File: src/rtl/uart_msrx_pkg.sv
package uart_msrx_pkg;
    typedef enum logic [1:0] {
        ST_IDLE,
        ST_START,
        ST_DATA,
        ST_STOP
    } rx_state_t;
endpackage

File: src/rtl/uart_msrx_sync.sv
module uart_msrx_sync #(
    parameter int STAGES = 2
) (
    input  logic clk,
    input  logic rst_n,
    input  logic din,
    output logic dout,
    output logic fall
);
    logic [STAGES-1:0] chain;
    logic              prev;

    always_ff @(posedge clk or negedge rst_n) begin
        if (!rst_n) begin
            chain <= '1;
            prev  <= 1'b1;
        end else begin
            chain <= {chain[STAGES-2:0], din};
            prev  <= chain[STAGES-1];
        end
    end

    assign dout = chain[STAGES-1];
    assign fall = prev & ~chain[STAGES-1];
endmodule

File: src/rtl/uart_msrx_ticker.sv
module uart_msrx_ticker #(
    parameter int DIV_W = 12
) (
    input  logic             clk,
    input  logic             rst_n,
    input  logic             restart,
    input  logic [DIV_W-1:0] div,
    output logic             tick
);
    logic [DIV_W-1:0] cnt;

    always_ff @(posedge clk or negedge rst_n) begin
        if (!rst_n)           cnt <= '0;
        else if (restart)     cnt <= div >> 1;
        else if (cnt == '0)   cnt <= div;
        else                  cnt <= cnt - 1'b1;
    end

    assign tick = (cnt == '0) && !restart;
endmodule

File: src/rtl/uart_msrx_frame.sv
module uart_msrx_frame
    import uart_msrx_pkg::*;
#(
    parameter int DATA_W   = 8,
    parameter int SPB_NORM = 4,
    parameter int SPB_FAST = 2
) (
    input  logic              clk,
    input  logic              rst_n,
    input  logic              enable,
    input  logic              rx,
    input  logic              fall,
    input  logic              tick,
    input  logic              fast,
    output logic              restart,
    output logic              deliver,
    output logic [DATA_W-1:0] char_out,
    output logic              char_err
);
    localparam int SCNT_W = $clog2(SPB_NORM);
    localparam int BCNT_W = $clog2(DATA_W);

    rx_state_t         state, nxt;
    logic [SCNT_W-1:0] scnt;
    logic [BCNT_W-1:0] bcnt;
    logic              first, mism, err_acc;
    logic [DATA_W-1:0] shreg;
    logic [SCNT_W-1:0] spb_last;
    logic              last_sample, bit_bad;

    assign spb_last    = fast ? SCNT_W'(SPB_FAST - 1) : SCNT_W'(SPB_NORM - 1);
    assign last_sample = tick && (scnt >= spb_last);
    assign bit_bad     = mism || ((scnt != '0) && (rx != first));

    // state register
    always_ff @(posedge clk or negedge rst_n) begin
        if (!rst_n) state <= ST_IDLE;
        else        state <= nxt;
    end

    // next state and strobes
    always_comb begin
        nxt     = state;
        restart = 1'b0;
        deliver = 1'b0;
        if (!enable) begin
            nxt = ST_IDLE;
        end else begin
            unique case (state)
                ST_IDLE: if (fall) begin
                    nxt     = ST_START;
                    restart = 1'b1;
                end
                ST_START: begin
                    if (tick && rx)       nxt = ST_IDLE;
                    else if (last_sample) nxt = ST_DATA;
                end
                ST_DATA: if (last_sample && bcnt == BCNT_W'(DATA_W - 1)) nxt = ST_STOP;
                ST_STOP: if (last_sample) begin
                    nxt     = ST_IDLE;
                    deliver = 1'b1;
                end
                default: nxt = ST_IDLE;
            endcase
        end
    end

    assign char_out = shreg;
    assign char_err = err_acc | bit_bad | ~rx;

    // sample bookkeeping and shift register
    always_ff @(posedge clk or negedge rst_n) begin
        if (!rst_n) begin
            scnt    <= '0;
            bcnt    <= '0;
            first   <= 1'b1;
            mism    <= 1'b0;
            err_acc <= 1'b0;
            shreg   <= '0;
        end else if (restart) begin
            scnt    <= '0;
            bcnt    <= '0;
            mism    <= 1'b0;
            err_acc <= 1'b0;
        end else if (tick && state != ST_IDLE) begin
            if (scnt == '0)       first <= rx;
            else if (rx != first) mism  <= 1'b1;
            if (last_sample) begin
                scnt <= '0;
                mism <= 1'b0;
                if (state == ST_DATA) begin
                    shreg   <= {first, shreg[DATA_W-1:1]};
                    err_acc <= err_acc | bit_bad;
                    bcnt    <= bcnt + 1'b1;
                end
            end else begin
                scnt <= scnt + 1'b1;
            end
        end
    end
endmodule

File: src/rtl/uart_msrx_buffer.sv
module uart_msrx_buffer #(
    parameter int DATA_W = 8
) (
    input  logic              clk,
    input  logic              rst_n,
    input  logic              deliver,
    input  logic [DATA_W-1:0] char_in,
    input  logic              err_in,
    input  logic              rd,
    output logic [DATA_W-1:0] data,
    output logic              ready,
    output logic              ovr,
    output logic              ferr
);
    always_ff @(posedge clk or negedge rst_n) begin
        if (!rst_n) begin
            data  <= '0;
            ready <= 1'b0;
            ovr   <= 1'b0;
            ferr  <= 1'b0;
        end else if (deliver && (!ready || rd)) begin
            data  <= char_in;
            ready <= 1'b1;
            ovr   <= 1'b0;
            ferr  <= err_in;
        end else if (deliver) begin
            ovr <= 1'b1;
        end else if (rd) begin
            ready <= 1'b0;
            ovr   <= 1'b0;
        end
    end
endmodule

File: src/rtl/uart_msrx.sv
module uart_msrx #(
    parameter int DATA_W      = 8,
    parameter int DIV_W       = 12,
    parameter int SYNC_STAGES = 2,
    parameter int SPB_NORM    = 4,
    parameter int SPB_FAST    = 2
) (
    input  logic              clk,
    input  logic              rst_n,
    input  logic              rx_line,
    input  logic              rx_enable,
    input  logic [DIV_W-1:0]  baud_div,
    input  logic              double_speed,
    input  logic              irq_enable,
    input  logic              rd_strobe,
    output logic [DATA_W-1:0] rd_data,
    output logic              rx_ready,
    output logic              rx_overrun,
    output logic              rx_frame_err,
    output logic              rx_irq
);
    logic rx_s, rx_fall, restart, tick, deliver, char_err;
    logic [DATA_W-1:0] char_val;

    uart_msrx_sync #(.STAGES(SYNC_STAGES)) u_sync (
        .clk(clk), .rst_n(rst_n), .din(rx_line), .dout(rx_s), .fall(rx_fall)
    );

    uart_msrx_ticker #(.DIV_W(DIV_W)) u_tick (
        .clk(clk), .rst_n(rst_n), .restart(restart), .div(baud_div), .tick(tick)
    );

    uart_msrx_frame #(.DATA_W(DATA_W), .SPB_NORM(SPB_NORM), .SPB_FAST(SPB_FAST)) u_frame (
        .clk(clk), .rst_n(rst_n), .enable(rx_enable), .rx(rx_s), .fall(rx_fall),
        .tick(tick), .fast(double_speed), .restart(restart), .deliver(deliver),
        .char_out(char_val), .char_err(char_err)
    );

    uart_msrx_buffer #(.DATA_W(DATA_W)) u_buf (
        .clk(clk), .rst_n(rst_n), .deliver(deliver), .char_in(char_val),
        .err_in(char_err), .rd(rd_strobe), .data(rd_data), .ready(rx_ready),
        .ovr(rx_overrun), .ferr(rx_frame_err)
    );

    assign rx_irq = rx_ready & irq_enable;
endmodule

File: config.mk
export PLATFORM = sky130hd
export DESIGN_NAME = uart_msrx
export DESIGN_NICKNAME = d
export VERILOG_FILES = /design/src/rtl/uart_msrx_pkg.sv /design/src/rtl/uart_msrx_sync.sv /design/src/rtl/uart_msrx_ticker.sv /design/src/rtl/uart_msrx_frame.sv /design/src/rtl/uart_msrx_buffer.sv /design/src/rtl/uart_msrx.sv
export SDC_FILE = /design/constraint.sdc
export NUM_CORES = 1
export LEC_CHECK = 0
export BUFFER_PORTS_ARGS = -buffer_cell sky130_fd_sc_hd__buf_2
export CORE_AREA = 3 3 71 139
export CTS_CLUSTER_SIZE = 28
export DETAILED_ROUTE_END_ITERATION = 16
export DIE_AREA = 0 0 74 142
export GPL_ROUTABILITY_DRIVEN = 1
export PLACE_DENSITY_LB_ADDON = 0.12
export SLEW_MARGIN = 20
export SYNTH_ARGS = -nofsm -noshare
export SYNTH_HDL_FRONTEND = slang
export SYNTH_SLANG_ARGS = --single-unit
File: constraint.sdc
create_clock -name clk -period 2.3 [get_ports clk]
set_input_delay 0.46 -clock clk [delete_from_list [all_inputs] [get_ports clk]]
set_output_delay 0.46 -clock clk [all_outputs]
set_load 0.02 [all_outputs]
==> Yosys cells after proc, flatten, opt, wreduce, memory -nomap -nowiden <==
Index checks and enable logic that the tools add are counted.
{ "totals": {"in_bits": 19, "output_inout_bits": 12, "register_bits": 44, "elab_cells": 100} }
{ "classes": {"bitwise": 6, "n_lt_le_gt_ge": 1, "n_reduce_logical": 28, "n_mux": 37, "addsub": 3, "eq_ne": 11} }
{ "op_table": {"columns": ["cell", "n"], "rows": [
  ["12-bit 2-to-1 mux", 2],
  ["1-bit 2-to-1 mux", 20],
  ["2-bit 2-to-1 mux", 10],
  ["12-bit zero test", 1],
  ["3-bit 2-to-1 mux", 4],
  ["2-bit nonzero test", 6],
  ["12-bit by 1-bit subtractor with 12-bit output, second input constant", 1],
  ["3-bit by 2-bit inequality test with 1-bit output, second input constant", 3],
  ["3-bit AND reduction", 3],
  ["2-bit case mux with 4 select lines", 1],
  ["4-bit AND reduction", 2],
  ["1-bit logical AND", 7],
  ["3-bit nonzero test", 2],
  ["2-bit == test, second input constant", 2],
  ["2-bit zero test", 2],
  ["4-bit by 2-bit inequality test with 1-bit output, second input constant", 1],
  ["3-bit by 1-bit adder with 3-bit output, second input constant", 1],
  ["3-bit == test, second input constant", 1],
  ["3-bit inequality test, second input constant", 1],
  ["2-bit by 1-bit adder with 2-bit output, second input constant", 1],
  ["1-bit bitwise AND", 2],
  ["2-bit by 1-bit == test with 1-bit output, second input constant", 1],
  ["2-bit greater-or-equal comparator", 1],
  ["1-bit zero test", 2],
  ["6 further kinds", 9]
]} }

==> Longest topological paths before layout <==
{ "depth": {"word_depth": 14, "depth_mapped": 7, "depth_no_buf": 6} }

==> Cells and area by module <==
From an unflattened synthesis, not the netlist that was laid out.
{ "hier_totals": {"hier_cells": 195, "area_unflattened_um2": 2289.7} }
{ "modules_own_cells": {"columns": ["module", "cells_per_inst", "n_inst", "area_each_um2", "seq_area_each_um2"], "rows": [
  ["uart_msrx_frame", 75, 1, 914.6, 451.7],
  ["uart_msrx_ticker", 90, 1, 853.3, 300.3],
  ["uart_msrx_buffer", 25, 1, 422.9, 275.3],
  ["uart_msrx_sync", 4, 1, 92.6, 78.8],
  ["uart_msrx", 1, 1, 6.3, 0.0]
]} }

==> Worst setup path before layout <==
Ideal clock, no wire load.
{ "synth_timing": {"kind": "reg2reg", "start": "register u_tick.cnt[0]", "end": "register u_buf.data[0]", "t_required_ns": 2.175, "path_stages_with_launch": 7, "n_path_buf": 0, "t_arrival_ns": 1.947, "setup_time_ns": 0.125, "synth_period_minus_slack_ns": 2.072, "path_slack_ns": 0.228, "path_cell_list": "dfrtp_1 inv_1 ha_1 nor3b_2 nand3_4 nor4b_4 mux2_2"} }
{ "synth_via": {"elab_chain_len": 7} }
{ "synth_lines": {"columns": ["item", "line_no", "rtl"], "rows": [
  ["start: declaration", "uart_msrx_ticker.sv:10", "logic [DIV_W-1:0] cnt;"],
  ["start signal: assignment", "uart_msrx_ticker.sv:14", "else if (restart) cnt <= div >> 1;"],
  ["start signal: assignment", "uart_msrx_ticker.sv:15", "else if (cnt == '0) cnt <= div;"],
  ["start signal: assignment", "uart_msrx_ticker.sv:16", "else cnt <= cnt - 1'b1;"],
  ["12-bit zero test", "uart_msrx_ticker.sv:19", "assign tick = (cnt == '0) && !restart;"],
  ["1-bit logical AND", "uart_msrx_ticker.sv:19", null],
  ["1-bit logical AND", "uart_msrx_frame.sv:32", "assign last_sample = tick && (scnt >= spb_last);"],
  ["1-bit 2-to-1 mux", "uart_msrx_frame.sv:59", "ST_STOP: if (last_sample) begin"],
  ["1-bit 2-to-1 mux", "uart_msrx_frame.sv:49", "unique case (state)"],
  ["1-bit 2-to-1 mux", "uart_msrx_frame.sv:46", "if (!enable) begin"],
  ["1-bit logical AND", "uart_msrx_buffer.sv:21", "end else if (deliver && (!ready || rd)) begin"],
  ["end signal: assignment", "uart_msrx_buffer.sv:22", "data <= char_in;"],
  ["end: declaration", "uart_msrx_buffer.sv:10", "output logic [DATA_W-1:0] data,"]
]} }
No other way between the ends.
A chain may end at the register's enable or synchronous reset.

==> Worst setup path after layout <==
{ "layout_timing": {"start": "register u_tick.cnt[0]", "end": "register u_buf.data[1]"} }
Same word-level chain as after synthesis.

==> impl_metrics.json <==
{
  "status": "finished clean",
  "ant_nets": 0,
  "netlist_instances": 201,
  "diodes": 0,
  "yosys.cell_types.count": 47,
  "final-instance-count-excl-fill": 345,
  "nets": 267,
  "synth_edf_count": 0,
  "die_y_um": 142,
  "cts_max_level": 2,
  "finalPower_uw": 2320,
  "slowest_delay_ps": 410,
  "syn_nets": 226,
  "die-width_um": 74,
  "drive_gt1_frac": 0.333,
  "yosys_warnings": 0,
  "path_cells": "inv_1 -> ha_1 -> nor3b_2 -> buf_4 -> nand3_4 -> nor4b_4 -> buf_4 -> mux2_2",
  "area_growth_pct": 23.8,
  "root_buffer": "clkbuf_16",
  "cts_tree": "done",
  "postLayoutCellArea_um2": 2740,
  "cts_buffers": 5,
  "first_pass_iters": 4,
  "synth-seq-area-share": 0.501,
  "cts_buffer_depth": 2,
  "grt_usage": 0.113,
  "antenna_found_initial": 0,
  "placed_area_um2": 2550,
  "clkTransAtPathRegs_ps": 60,
  "grt_remaining_overflow": 0,
  "grt_pass1_wl_mm": 8.95,
  "start_kind": "register",
  "cts.sinks": 44,
  "fin_tns_setup_ps": 0,
  "post-route-period-util": 0.893,
  "hpwl_mm": 3.93,
  "min_path_type": "input pin to asynchronous set/reset pin",
  "viasPerCell": 4.80,
  "ir_worst_vdd_v": 0.000476,
  "grt_pass1_vias": 1821,
  "cell_internal_pwr_uw": 1650,
  "postCtsHoldBufs": 0,
  "maxSlewViolCount": 0,
  "max_slew_margin": 0.575,
  "dieArea_um2": 10500,
  "power.switching_uw": 670,
  "path_common_cell": "buf_4",
  "dp_cells": 337,
  "fp-row-count": 49,
  "post_cts_buffers": 0,
  "first_iter_violations": 29,
  "ys.flop_type": "dfrtp_1",
  "clock_latency_ps": 290,
  "synthArstFlopShare": 1.00,
  "powerDensity_nw_per_um2": 849,
  "crit_type": "register to register",
  "grt_max_degree": 45,
  "slowest_stage": "dfrtp_1",
  "port-buffer-count": 30,
  "leakage_uw": 0.00126,
  "cts-resized-gates": 0,
  "endpoint_kind": "register",
  "ys_ff_latch": 44,
  "maxCapViolCount": 0,
  "drt-total-wl_mm": 5.32,
  "avgSynthCellArea_um2": 11.0,
  "io-pin-count": 31,
  "core-area_um2": 9010,
  "synth_area_um2": 2210,
  "pwr-share-clk": 0.377,
  "seqPwrFrac": 0.435,
  "finalCriticalPeriod_ps": 2050,
  "max_freq_ghz": 0.487,
  "setup_viol": 0,
  "initial_core_util": 0.245,
  "critical_path_peak_fanout": 9,
  "vias": 1656,
  "drc": 0,
  "switching_share": 0.289,
  "pwr-share-comb": 0.188,
  "crit_arrival_ps": 2220,
  "wl_per_cell_um": 15.4,
  "whs_ps": 141,
  "finalHoldViolations": 0,
  "cp.required_ps": 2470,
  "worst_pin_slew_ps": 632,
  "skew_ps": 5.05,
  "place_congestion": 0.790,
  "grt_setup_unrepaired": "no"
}
-- per-stage QoR --
stage / setup WS, ps / utilization
finish: 246 / 0.304
global route: 56.4 / 0.304
CTS: 211 / 0.304
detailed placement: 133 / 0.283
global placement: 151 / 0.283
floorplan: 228 / -
-- routing by layer --
metal / vias up / GRT usage / wire length (µm)
li1: 808 / - / -
met4: 0 / 0.0497 / 134
met1: 806 / 0.116 / 1970
met3: 10 / 0.0240 / 219
met5: - / 0 / 0
met2: 32 / 0.211 / 3000
-- flip-flops by register name (all words and copies together) (netlist names), 2 cells and up --
| signal | cells |
|---|---|
| u_buf.data | 8 |
| u_sync.chain | 2 |
| u_frame.state | 2 |
| u_frame.bcnt | 3 |
| u_tick.cnt | 12 |
| u_frame.char_out | 8 |
| u_frame.scnt | 2 |
-- placed cells by master, fill, tap and decap left out, types with 2 or more instances in the layout --
cell and count:
mux2_2 18, xor2_1 2, buf_4 12, dfstp_2 4, clkbuf_16 5, ha_1 6, buf_2 30, dfrtp_1 40
or3_1 3, o2111ai_1 2, nor2_1 7, mux2i_1 5, or4_1 2, o211ai_1 2, clkbuf_8 2, inv_1 8
and2_1 2, nand2_1 17, a21oi_1 5, nand3b_1 2, and3_1 2, nand3_1 5, o21a_1 2, o21ai_0 17
a31oi_1 3, o31ai_1 7, xnor2_1 2, nor3_1 10
-- worst max-delay path: cells and delay by family (launching register included) --
family	cells	cell delay, ps
flops	1	410
fa+ha+maj	1	210
simple gates	3	480
mux	1	350
buf+inv	3	490
-- synthesized netlist by cell type, drive strengths merged, types with 2 or more instances --
cell type	n	share of area
and3	2	0.0057
dfstp	4	0.048
dfrtp	40	0.45
xor2	2	0.0079
a21oi	5	0.011
nand3b	2	0.0068
mux2i	5	0.023
nor4	3	0.018
nand2	17	0.029
nand3	7	0.024
o31ai	7	0.024
clkbuf	7	0.012
o21a	2	0.0068
nor2	7	0.012
o2111ai	2	0.0079
nor3b	2	0.0091
inv	8	0.014
o211ai	2	0.0068
ha	6	0.034
o21ai	17	0.039
a31oi	3	0.0085
xnor2	2	0.0079
and2	2	0.0057
mux2	18	0.092
buf	2	0.0074
or4	3	0.011
or3	3	0.0085
nor3	10	0.023
-- power by group through the flow --
stage                     sequential, µW  clock (µW)  combinational (µW)
after global placement              1030           0                 443
after global routing                1030         931                 499
after detailed placement            1020           0                 442
after CTS                           1010         903                 446
final                               1010         874                 437
after floorplan                      984           0                 305
-- area by class of cell --
cell class | count | area, µm²
clock buffers | 7 | 153
clock inverters | 1 | 30.0
multi-input cells | 140 | 1030
inverters | 8 | 30.0
fillers | 955 | 6280
well taps | 102 | 128
flip-flops and latches | 44 | 1110
repair buffers | 43 | 260
-- cell families (layout without fill, tap and decap cells) --
kind of cell,Yosys count,in the layout,share of synthesized area
compound gates,44,44,0.125
xor+xnor,4,4,0.0159
fa+ha+maj,6,6,0.0340
buf+inv,17,59,0.0334
flops,44,44,0.501
mux,23,23,0.114
simple gates,63,63,0.177
-- worst paths after layout --
path                              endpoint  depth (start not counted)  slack, ps       startpoint
max                          u_buf.data[1]                          8        250    u_tick.cnt[0]
min                          u_tick.cnt[2]                          2        140            rst_n
max reg2reg                  u_buf.data[1]                          8        250    u_tick.cnt[0]
min reg2reg                u_sync.chain[1]                          0        360  u_sync.chain[0]
max in group asynchronous  u_sync.chain[0]                          2       1890            rst_n
min in group clk           u_sync.chain[0]                          1        270          rx_line
Power figures use the tool's default switching activity.
